--- config.mk ---
export PLATFORM = sky130hd
export DESIGN_NAME = audio_strobe_gen
export DESIGN_NICKNAME = d
export VERILOG_FILES = /design/src/rtl/audio_clk_pkg.sv /design/src/rtl/phase_counter.sv /design/src/rtl/strobe_decode.sv /design/src/rtl/strobe_reg.sv /design/src/rtl/audio_strobe_gen.sv
export SDC_FILE = /design/constraint.sdc
export NUM_CORES = 1
export LEC_CHECK = 0
export ABC_AREA = 0
export BUFFER_PORTS_ARGS = -buffer_cell sky130_fd_sc_hd__clkbuf_2
export CAP_MARGIN = 20
export CORE_AREA = 2 2 39 41
export CTS_BUF_LIST = sky130_fd_sc_hd__clkbuf_4 sky130_fd_sc_hd__clkbuf_8 sky130_fd_sc_hd__clkbuf_16
export CTS_CLUSTER_SIZE = 10
export DETAILED_ROUTE_END_ITERATION = 16
export DIE_AREA = 0 0 41 43
export PLACE_DENSITY = 0.38
export SYNTH_ARGS = -nofsm -noshare
export SYNTH_HDL_FRONTEND = slang
export SYNTH_HIERARCHICAL = 1
export SYNTH_SLANG_ARGS = --single-unit
--- constraint.sdc ---
create_clock -name clk -period 2.86 [get_ports clk]
set_clock_uncertainty 0.1 [all_clocks]
set_input_delay 0 -clock clk [delete_from_list [all_inputs] [get_ports clk]]
set_output_delay 0 -clock clk [all_outputs]
set_load 0.02 [all_outputs]
--- src/rtl/audio_clk_pkg.sv ---
package audio_clk_pkg;
  typedef struct packed {
    logic phi1;
    logic phi2;
    logic str_a;
    logic str_bn;
    logic str_b;
  } strobe_t;
endpackage

--- src/rtl/phase_counter.sv ---
module phase_counter #(
  parameter int SEQ_LEN = 4,
  localparam int CW = $clog2(SEQ_LEN)
) (
  input  logic          clk,
  input  logic          rst,
  input  logic          align,
  output logic [CW-1:0] idx_next
);
  localparam logic [CW-1:0] LAST = CW'(SEQ_LEN - 1);

  logic [CW-1:0] idx;

  always_comb begin
    if (rst || align)     idx_next = '0;
    else if (idx == LAST) idx_next = '0;
    else                  idx_next = idx + CW'(1);
  end

  always_ff @(posedge clk) idx <= idx_next;
endmodule

--- src/rtl/strobe_decode.sv ---
module strobe_decode
  import audio_clk_pkg::*;
#(
  parameter int SEQ_LEN = 4,
  localparam int CW = $clog2(SEQ_LEN)
) (
  input  logic [CW-1:0] idx,
  output strobe_t       s
);
  localparam logic [CW-1:0] MID = CW'(SEQ_LEN / 2);

  always_comb begin
    s.phi1   = ~idx[0];
    s.phi2   = idx[0];
    s.str_a  = (idx == '0);
    s.str_b  = (idx == MID);
    s.str_bn = ~(idx == MID);
  end
endmodule

--- src/rtl/strobe_reg.sv ---
module strobe_reg
  import audio_clk_pkg::*;
(
  input  logic    clk,
  input  strobe_t d,
  output strobe_t q
);
  always_ff @(posedge clk) q <= d;
endmodule

--- src/rtl/audio_strobe_gen.sv ---
module audio_strobe_gen
  import audio_clk_pkg::*;
#(
  parameter int SEQ_LEN = 4
) (
  input  logic clk,
  input  logic rst,
  input  logic align,
  output logic phi1,
  output logic phi2,
  output logic strobe_a,
  output logic strobe_bn,
  output logic strobe_b
);
  localparam int CW = $clog2(SEQ_LEN);

  logic [CW-1:0] idx_next;
  strobe_t       dec;
  strobe_t       q;

  phase_counter #(.SEQ_LEN(SEQ_LEN)) u_cnt (
    .clk(clk), .rst(rst), .align(align), .idx_next(idx_next)
  );

  strobe_decode #(.SEQ_LEN(SEQ_LEN)) u_dec (
    .idx(idx_next), .s(dec)
  );

  strobe_reg u_reg (.clk(clk), .d(dec), .q(q));

  assign phi1      = q.phi1;
  assign phi2      = q.phi2;
  assign strobe_a  = q.str_a;
  assign strobe_bn = q.str_bn;
  assign strobe_b  = q.str_b;
endmodule

==> reports/metrics.csv <==
metric,value,unit
grt_max_degree,6,
crit_path_max_fanout,5,
ir_drop,0.212,mV
power_leakage,0.140,nW
yosysWarnings,6,
rsz0062_at_grt,no,
fp.dieW,41,um
worstPathArrival,1.76,ns
fmax,575,MHz
hp-class,in -> reg,
portBuffers,7,
min_period,1.74,ns
fin_crit_sh,60.8,%
maxCapViolCount,0,
antenna_found_initial,0,
core,0.00138,mm2
die_h,43,um
ff2ff_setup_slack,1.12,ns
ant_nets,0,
syn_avg_cell_area,13.3,um2
yosysTopAreaCell,dfxtp_1,
vias_per_cell,3.27,
path_clk_slew,0.05,ns
cts_buffers,3,
worst_pin_slew,0.396,ns
slew_viol_final,0,
wire_per_inst,7.02,um
hold_viol_final,0,
synth-edff-count,0,
p_total,0.219,mW
ios,8,
drt-initial-drc-count,2,
slew_headroom,73.5,%
drc,0,
synth_ff_type,dfxtp_1,
post-place-cells,37,
dieArea,0.00176,mm2
endpoint_kind,register,
dr.pass1.iters,3,
place.gp.congestion,0.545,
cts.sinks,7,
run_status,finished clean,
nets,33,
netlist_area,200,um2
synthTopCellsByArea,"dfxtp_1 70%, ha_1 6.3%, nor4_2 6.3%",
start_util,14.5,%
cts_resized,0,
netlist_instances,15,
required,2.88,ns
cts_tree,yes,
ys_types,9,
wl,309,um
final_layout_size_suffix_gt1_share,42.9,%
ys_ff_latch,7,
synth.most_common_cell,dfxtp_1,
stdcell_count,44,
globalRouteTotalUtil,4.33,%
rows,14,
overflow,0,
synth_seq_area_share,70.0,%
setup_viol,0,
clk_latency,0.24,ns
setup.worst_path.class,reg -> reg,
synth_top_area_share,70.0,%
grt_pass1_wl,462,um
setup_tns,0,ns
grt_pass1_vias,120,
cts_root_buffer,clkbuf_4,
vias,144,
synthArstFlopShare,0,%
start_kind,register,
syn2layout_area_growth,53.7,%
clockBufferDepth,2,
syn_nets,19,
powerDensity,712,mW/mm2
final.fill_count,159,
n_antenna_cell,0,
cts-htree-levels,1,
-- worst paths after layout --
kind                              startpoint           end  cells past startpoint
worst min-delay path                   align  u_cnt/idx[1]                      3
worst max register to register  u_cnt/idx[0]    u_reg/q[2]                      4
worst min register to register  u_cnt/idx[0]    u_reg/q[1]                      2
worst max-delay path            u_cnt/idx[0]    u_reg/q[2]                      4
-- sequential cells by signal, summed over array words and instances, names as in the netlist --
name / flops
u_cnt/idx: 2
u_reg/q: 5
-- placed cells by master (no fill, tap or decap) --
| cell | Yosys | layout |
|---|---|---|
| clkbuf_2 | 0 | 7 |
| clkbuf_4 | 0 | 4 |
| dfxtp_1 | 7 | 7 |
| dlygate4sd3_1 | 0 | 3 |
| ha_1 | 1 | 1 |
| inv_1 | 1 | 1 |
| nand2b_1 | 1 | 1 |
| nor2_1 | 1 | 1 |
| nor2b_1 | 1 | 1 |
| nor3b_1 | 1 | 1 |
| nor4_2 | 1 | 1 |
-- metal layers --
metal,vias up,part of all wire [%],global-route usage (%)
met5,-,0,0
li1,72,-,-
met3,0,10,3.14
met2,8,45,5.00
met1,64,45,4.89
met4,0,0,4.00
-- metrics by stage --
step           hold WS (ns)  instance area (um2)  utilization [%]  setup WS [ns]
6_report              0.422                  308             22.2           1.12
5_1_grt               0.430                  308             22.2           1.04
4_1_cts               0.416                  308             22.2           1.13
3_5_place_dp          0.133                  248             17.9           1.59
3_3_place_gp          0.126                  248             17.9           1.61
2_1_floorplan       0.00117                  200                -           1.68
-- where the power goes --
part / switching [mW] / leakage, nW / internal [mW] / total [mW]
clock network: 0.0344 / 0.0184 / 0.0626 / 0.0969
registers: 0.00149 / 0.0577 / 0.103 / 0.104
logic: 0.00970 / 0.0638 / 0.00837 / 0.0181
total: 0.0456 / 0.140 / 0.174 / 0.219
-- critical path, cell delays in order (launching register included) --
cell and delay (ns):
dfxtp_1 0.31, ha_1 0.20, nor4_2 0.26, dlygate4sd3_1 0.68, nor2_1 0.07
-- cell families (layout without fill, tap and decap cells) --
| group | Yosys count | in the layout | synth area share [%] |
|---|---|---|---|
| adder cells (fa/ha/maj) | 1 | 1 | 6.25 |
| AND/OR/NAND/NOR | 5 | 5 | 18.1 |
| buffers and inverters | 2 | 15 | 5.62 |
| flip-flops | 7 | 7 | 70.0 |
-- area by class of cell --
type	count	area, um2	share of cell area [%]
tap	16	20.0	6.50
timing repair buffer	10	65.1	21.1
multi-input combinational	6	48.8	15.9
inverter	1	3.75	1.22
clock buffer	4	30.0	9.76
sequential	7	140	45.5
-- timing repair --
action	4_1_cts	5_1_grt
buffers inserted	0	0
hold buffers	3	0
hold endpoints to repair	7	0
Note: power is estimated with default switching activity, not from simulation.
